--- src/rtl/eint_pkg.sv ---
package eint_pkg;

  typedef enum logic [1:0] {
    KIND_POL  = 2'd0,
    KIND_STAT = 2'd1,
    KIND_EN   = 2'd2,
    KIND_MODE = 2'd3
  } reg_kind_e;

  // group that holds source n: higher sources land in lower groups
  function automatic int unsigned src_group(int unsigned n, int unsigned ngrp,
                                            int unsigned w);
    return ngrp - 1 - n / w;
  endfunction

  // bit position of source n inside its group word: bytes reversed
  function automatic int unsigned src_bit(int unsigned n, int unsigned w);
    int unsigned byte_idx;
    byte_idx = (n % w) / 8;
    return (w / 8 - 1 - byte_idx) * 8 + n % 8;
  endfunction

  // positions that can hold an enable or status bit
  function automatic logic [63:0] usable_bits(int unsigned g, int unsigned w);
    logic [63:0] m;
    m = '0;
    for (int unsigned i = 0; i < w; i++) m[i] = 1'b1;
    if (g == 1 || g == 2) begin
      m = '0;
    end else if (g == 0) begin
      m = 64'h5;
    end else if (g == 3) begin
      for (int unsigned k = w - 4; k < w; k++) m[src_bit(k, w)] = 1'b0;
    end
    return m;
  endfunction

endpackage

--- src/rtl/eint_rst_sync.sv ---
module eint_rst_sync (
  input  logic clk,
  input  logic rst_n,
  output logic rst_sync_n
);
  logic [1:0] stg_q;

  always_ff @(posedge clk or negedge rst_n) begin
    if (!rst_n) stg_q <= 2'b00;
    else        stg_q <= {stg_q[0], 1'b1};
  end

  assign rst_sync_n = stg_q[1];
endmodule

--- src/rtl/eint_sync2.sv ---
module eint_sync2 #(
  parameter int W = 224
) (
  input  logic         clk,
  input  logic         rst_n,
  input  logic [W-1:0] d_i,
  output logic [W-1:0] q_o
);
  logic [W-1:0] meta_q;
  logic [W-1:0] sync_q;

  always_ff @(posedge clk or negedge rst_n) begin
    if (!rst_n) begin
      meta_q <= '0;
      sync_q <= '0;
    end else begin
      meta_q <= d_i;
      sync_q <= meta_q;
    end
  end

  assign q_o = sync_q;
endmodule

--- src/rtl/eint_group.sv ---
module eint_group #(
  parameter int           W      = 32,
  parameter logic [W-1:0] USABLE = '1
) (
  input  logic         clk,
  input  logic         rst_n,
  input  logic [W-1:0] pin_i,
  input  logic         wr_pol_i,
  input  logic         wr_stat_i,
  input  logic         wr_en_i,
  input  logic         wr_mode_i,
  input  logic [W-1:0] wdata_i,
  output logic [W-1:0] pol_o,
  output logic [W-1:0] stat_o,
  output logic [W-1:0] en_o,
  output logic [W-1:0] mode_o,
  output logic         irq_o
);
  logic [W-1:0] pol_q, mode_q, en_q, st_q, prev_q;
  logic [W-1:0] en_d, st_d;
  logic [W-1:0] qual_now, qual_prev, hit, clr;

  // next-state logic
  always_comb begin
    qual_now  = ~(pin_i  ^ pol_q);
    qual_prev = ~(prev_q ^ pol_q);
    hit       = qual_now & ~qual_prev & ~mode_q & USABLE;
    clr       = wr_stat_i ? wdata_i : '0;
    st_d      = ((st_q & ~clr) | hit) & ~mode_q & USABLE;
    en_d      = wdata_i & USABLE;
  end

  // registers
  always_ff @(posedge clk or negedge rst_n) begin
    if (!rst_n) begin
      pol_q  <= '0;
      mode_q <= '0;
      en_q   <= '0;
      st_q   <= '0;
      prev_q <= '0;
    end else begin
      if (wr_pol_i)  pol_q  <= wdata_i;
      if (wr_mode_i) mode_q <= wdata_i;
      if (wr_en_i)   en_q   <= en_d;
      st_q   <= st_d;
      prev_q <= pin_i;
    end
  end

  assign pol_o  = pol_q;
  assign mode_o = mode_q;
  assign en_o   = en_q;
  assign stat_o = (mode_q ? qual_now : st_q) & USABLE;
  assign irq_o  = |(stat_o & en_q);
endmodule

--- src/rtl/gpio_eint_ctrl.sv ---
module gpio_eint_ctrl #(
  parameter int NUM_GRP = 7,
  parameter int GRP_W   = 32
) (
  input  logic                       clk,
  input  logic                       rst_n,
  input  logic [NUM_GRP*GRP_W-1:0]   src_i,
  input  logic                       bus_sel_i,
  input  logic                       bus_we_i,
  input  logic [7:0]                 bus_addr_i,
  input  logic [GRP_W-1:0]           bus_wdata_i,
  output logic [GRP_W-1:0]           bus_rdata_o,
  output logic [NUM_GRP-1:0]         eint_o
);
  import eint_pkg::*;

  localparam int NSRC = NUM_GRP * GRP_W;

  logic rst_sync_n;
  logic [NSRC-1:0] src_sync;
  logic [GRP_W-1:0] grp_pin [NUM_GRP];
  logic [GRP_W-1:0] pol_v [NUM_GRP];
  logic [GRP_W-1:0] st_v  [NUM_GRP];
  logic [GRP_W-1:0] en_v  [NUM_GRP];
  logic [GRP_W-1:0] md_v  [NUM_GRP];
  logic [NUM_GRP-1:0] irq_v;

  reg_kind_e  kind;
  logic [2:0] gsel;
  logic       reg_hit;

  eint_rst_sync u_rst (
    .clk        (clk),
    .rst_n      (rst_n),
    .rst_sync_n (rst_sync_n)
  );

  eint_sync2 #(.W(NSRC)) u_sync (
    .clk   (clk),
    .rst_n (rst_sync_n),
    .d_i   (src_i),
    .q_o   (src_sync)
  );

  // source number to group/bit remap
  always_comb begin
    for (int g = 0; g < NUM_GRP; g++) grp_pin[g] = '0;
    for (int unsigned n = 0; n < NSRC; n++)
      grp_pin[src_group(n, NUM_GRP, GRP_W)][src_bit(n, GRP_W)] = src_sync[n];
  end

  // address decode
  always_comb begin
    kind    = reg_kind_e'(bus_addr_i[6:5]);
    gsel    = bus_addr_i[4:2];
    reg_hit = bus_sel_i && bus_addr_i[7] && (bus_addr_i[1:0] == 2'b00)
              && (int'(gsel) < NUM_GRP);
  end

  for (genvar gi = 0; gi < NUM_GRP; gi++) begin : g_grp
    localparam logic [63:0] MASK64 = usable_bits(gi, GRP_W);
    logic sel_g;
    assign sel_g = reg_hit && bus_we_i && (int'(gsel) == gi);

    eint_group #(.W(GRP_W), .USABLE(MASK64[GRP_W-1:0])) u_grp (
      .clk       (clk),
      .rst_n     (rst_sync_n),
      .pin_i     (grp_pin[gi]),
      .wr_pol_i  (sel_g && kind == KIND_POL),
      .wr_stat_i (sel_g && kind == KIND_STAT),
      .wr_en_i   (sel_g && kind == KIND_EN),
      .wr_mode_i (sel_g && kind == KIND_MODE),
      .wdata_i   (bus_wdata_i),
      .pol_o     (pol_v[gi]),
      .stat_o    (st_v[gi]),
      .en_o      (en_v[gi]),
      .mode_o    (md_v[gi]),
      .irq_o     (irq_v[gi])
    );
  end

  // read mux
  always_comb begin
    bus_rdata_o = '0;
    if (reg_hit && !bus_we_i) begin
      for (int g = 0; g < NUM_GRP; g++) begin
        if (int'(gsel) == g) begin
          unique case (kind)
            KIND_POL:  bus_rdata_o = pol_v[g];
            KIND_STAT: bus_rdata_o = st_v[g];
            KIND_EN:   bus_rdata_o = en_v[g];
            KIND_MODE: bus_rdata_o = md_v[g];
          endcase
        end
      end
    end
  end

  // group g drives line NUM_GRP-1-g
  always_comb begin
    for (int g = 0; g < NUM_GRP; g++) eint_o[NUM_GRP-1-g] = irq_v[g];
  end
endmodule

--- config.mk ---
export PLATFORM = sky130hd
export DESIGN_NAME = gpio_eint_ctrl
export DESIGN_NICKNAME = d
export VERILOG_FILES = /design/src/rtl/eint_pkg.sv /design/src/rtl/eint_rst_sync.sv /design/src/rtl/eint_sync2.sv /design/src/rtl/eint_group.sv /design/src/rtl/gpio_eint_ctrl.sv
export SDC_FILE = /design/constraint.sdc
export NUM_CORES = 2
export LEC_CHECK = 0
export ABC_AREA = 1
export BUFFER_PORTS_ARGS = -buffer_cell sky130_fd_sc_hd__buf_2
export CAP_MARGIN = 10
export CORE_UTILIZATION = 45
export CTS_BUF_LIST = sky130_fd_sc_hd__clkbuf_16
export CTS_CLUSTER_DIAMETER = 100
export CTS_CLUSTER_SIZE = 14
export DETAILED_ROUTE_END_ITERATION = 6
export PLACE_DENSITY_LB_ADDON = 0.25
export SLEW_MARGIN = 20
export SYNTH_ARGS = -nofsm -noshare
export SYNTH_HDL_FRONTEND = slang
export SYNTH_SLANG_ARGS = --single-unit
--- constraint.sdc ---
create_clock -name clk -period 40.2 [get_ports clk]
set_input_delay 6.03 -clock clk [delete_from_list [all_inputs] [get_ports clk]]
set_output_delay 6.03 -clock clk [all_outputs]
set_load 0.005 [all_outputs]
==> flow_summary_export.csv <==
group,metric,value,unit
status,outcome,"completed",
global_route,grt_pass1_wl,220000,um
power_and_ir_drop,power.total,2.22,mW
global_route,grt_max_degree,176,
worst_setup_path,path_class,"in2out",
sta,setup_tns,0,ns
detailed_routing,drc,0,
power_and_ir_drop,pwr-share-seq,52.4,%
clocking,cts_resized,0,
yosys,synthMostInstantiatedCell,"nand2_1",
worst_hold_path,hold_class,"reg2async",
clocking,cts_tree,"done",
yosys,synth-edff-count,0,
power_and_ir_drop,internal-power,1.59,mW
power_and_ir_drop,netSwitchingFraction,28.1,%
die,rows,119,
worst_setup_path,startpoint_type,"input port",
clocking,post_cts_buffers,0,
yosys,synth_cells,5755,
worst_setup_path,worstPathRequired,34.17,ns
power_and_ir_drop,combPwrFrac,12.4,%
detailed_routing,vias,39293,
sta,finalSetupViolations,0,
yosys,synth_top_area_cell,"dfrtp_1",
sta,hold_ws,0.270,ns
global_route,gr-usage-all-layers,26.7,%
yosys,synth_warnings,0,
place,dp_hpwl,89700,um
clocking,path_clk_slew,0.07,ns
power_and_ir_drop,power_switching,624,uW
die,floorplan.initialDensity,45.3,%
yosys,synth_ff_type,"dfrtp_1",
die,die_y,327,um
yosys,synthTopCellsByArea,"dfrtp_1 (57%), nand2_1 (12%), o21ai_0 (7.5%)",
clocking,cts_sinks,1080,
power_and_ir_drop,clkPwrFrac,35.2,%
worst_setup_path,cp-end-kind,"primary output",
sta,slew_headroom,27.5,%
sta,maxSlewViolCount,0,
sta,rsz0062_at_grt,"false",
yosys,synth_top_area_share,56.7,%
clocking,htreeDepth,3,
clocking,cts_buffer_depth,3,
sta,fmax,61.4,MHz
place,placed_area,49500,um2
yosys,synth_common_cells,"nand2_1 (1556), dfrtp_1 (1080), o21ai_0 (714)",
yosys,synth_cell_types,37,
final_layout,syn2layout_area_growth,8.68,%
clocking,cts_buffers,87,
final_layout,fill_cells,10126,
detailed_routing,drtIter0Drc,3874,
clocking,cts-root-buf,"clkbuf_16",
die,die_w,327,um
yosys,synth-seq-cells,1080,
global_route,overflow,0,
detailed_routing,vias_per_cell,5.48,
sta,finalCritPeriodShare,40.5,%
die,die_area,107000,um2
detailed_routing,dr.pass1.iters,6,
place,routabilityCongestion,0.853,
sta,min_period,16.29,ns
power_and_ir_drop,power.density,42.8,nW/um2
yosys,syn-mean-instance-area,8.28,um2
final_layout,postLayoutCellArea,51800,um2
yosys,ys_seq_area_share,56.7,%
yosys,async_reset_ff_share,100,%
worst_setup_path,crit_arrival,10.26,ns
global_route,antenna_found_initial,3,
detailed_routing,wire_per_inst,19.9,um
sta,final_hold_viol_count,0,
power_and_ir_drop,p_leak,25.4,nW
final_layout,drive_above_1_share,7.53,%
sta,worst_clock_skew,0.0287,ns
detailed_routing,drt-total-wl,143000,um
global_route,grt_pass1_vias,37412,
sta,worst_slew_pin_slew,1.09,ns
die,pin_count,307,
worst_setup_path,path_max_fanout,68,
die,core-area,105000,um2
clocking,clk_latency,0.69,ns
yosys,syn-cell-area,47700,um2
flow_run,timing.max_cap.violations,0,
power_and_ir_drop,peakVddDrop,0.0000310,V
worst_setup_path,r2r_setup_slack,36.46,ns
final_layout,nets,6036,
clocking,holdBufCountCts,0,
final_layout,insertedDiodeCount,0,
place,port_buffers,206,
detailed_routing,ant_nets,0,
## metrics by stage
step | util, % | cells | worst slack (ns)
floorplan | - | 5756 | 7.87
global placement | 47.1 | 7070 | 24.13
detailed placement | 47.1 | 7070 | 24.16
CTS | 49.3 | 7165 | 24.15
global route | 49.3 | 7165 | 23.95
finish | 49.3 | 7165 | 23.91
## worst paths after layout
check | startpoint | to | cells after the start
worst max-delay path | bus_addr_i[6] | bus_rdata_o[13] | 12
worst min register to register | u_rst.stg_q[1] | u_sync.meta_q[63] | 0
min in group clk | u_sync.meta_q[39] | u_sync.q_o[39] | 0
worst max register to register | u_rst.stg_q[1] | u_sync.q_o[15] | 4
max in group asynchronous | rst_n | u_rst.stg_q[1] | 1
worst min-delay path | u_rst.stg_q[1] | u_sync.meta_q[63] | 0
## final cells by class
class / instances / area (um2) / area share, %
Sequential cell: 1080 / 27000 / 52.2
Inverter: 404 / 1520 / 2.94
Tap cell: 1391 / 1740 / 3.36
Multi-Input combinational cell: 3932 / 17700 / 34.2
Timing Repair Buffer: 263 / 1490 / 2.87
Clock buffer: 89 / 2230 / 4.30
Clock inverter: 6 / 60.1 / 0.116
## power by group through the flow
| stage | clock, mW | combinational (mW) | sequential (mW) |
|---|---|---|---|
| 2_1_floorplan | 0 | 0.164 | 1.19 |
| 3_3_place_gp | 0 | 0.267 | 1.18 |
| 3_5_place_dp | 0 | 0.271 | 1.18 |
| 4_1_cts | 0.799 | 0.272 | 1.16 |
| 5_1_grt | 0.836 | 0.302 | 1.17 |
| 6_report | 0.781 | 0.274 | 1.16 |
## routing by layer
layer / track usage (%) / vias up / part of all wire (%)
met5: 0 / - / 0.0056
met3: 4.09 / 261 / 7.9
met4: 9.31 / 2 / 3.2
met1: 38.2 / 18868 / 44
met2: 41.4 / 1513 / 45
li1: - / 18649 / -
## registers in the layout, summed over array words and instances, names as in the netlist
signal,flops
g_grp.u_grp.en_o,126
g_grp.u_grp.mode_o,224
g_grp.u_grp.pol_o,224
g_grp.u_grp.prev_q,126
g_grp.u_grp.st_q,126
u_rst.stg_q,2
u_sync.meta_q,126
u_sync.q_o,126
## layout by cell type (no fill, tap or decap), drive strengths merged
master,n
clkbuf,89
nand4,42
mux2,11
a21oi,302
xnor2,2
nand2,1556
o21bai,13
o21ai,974
clkinv,4
a31oi,1
inv,406
and3,1
o211ai,42
buf,263
or2,20
dfrtp,1080
a22o,8
and2,1
nor2,604
conb,3
nand3b,28
xor2,2
nor3,4
a221o,2
a221oi,35
nand3,281
## worst max-delay path: stages
cell	delay (ns)
buf_2	0.53
buf_4	0.65
nor2_4	0.07
inv_4	0.23
buf_4	0.83
buf_4	0.69
or2_2	0.22
nand2_1	0.05
nand2_1	0.05
nand2_1	0.06
nor2_1	0.47
buf_2	0.23
## kinds of logic after synthesis
kind of cell | share of synthesized area [%]
xor gates and xnor gates | 0.0735
AOI/OAI and AO/OA | 15.1
buffers and inverters | 6.22
DFF | 56.7
and+or+nand+nor | 21.6
other | 0.0158
muxes | 0.260
Power figures use the tool's default switching activity.
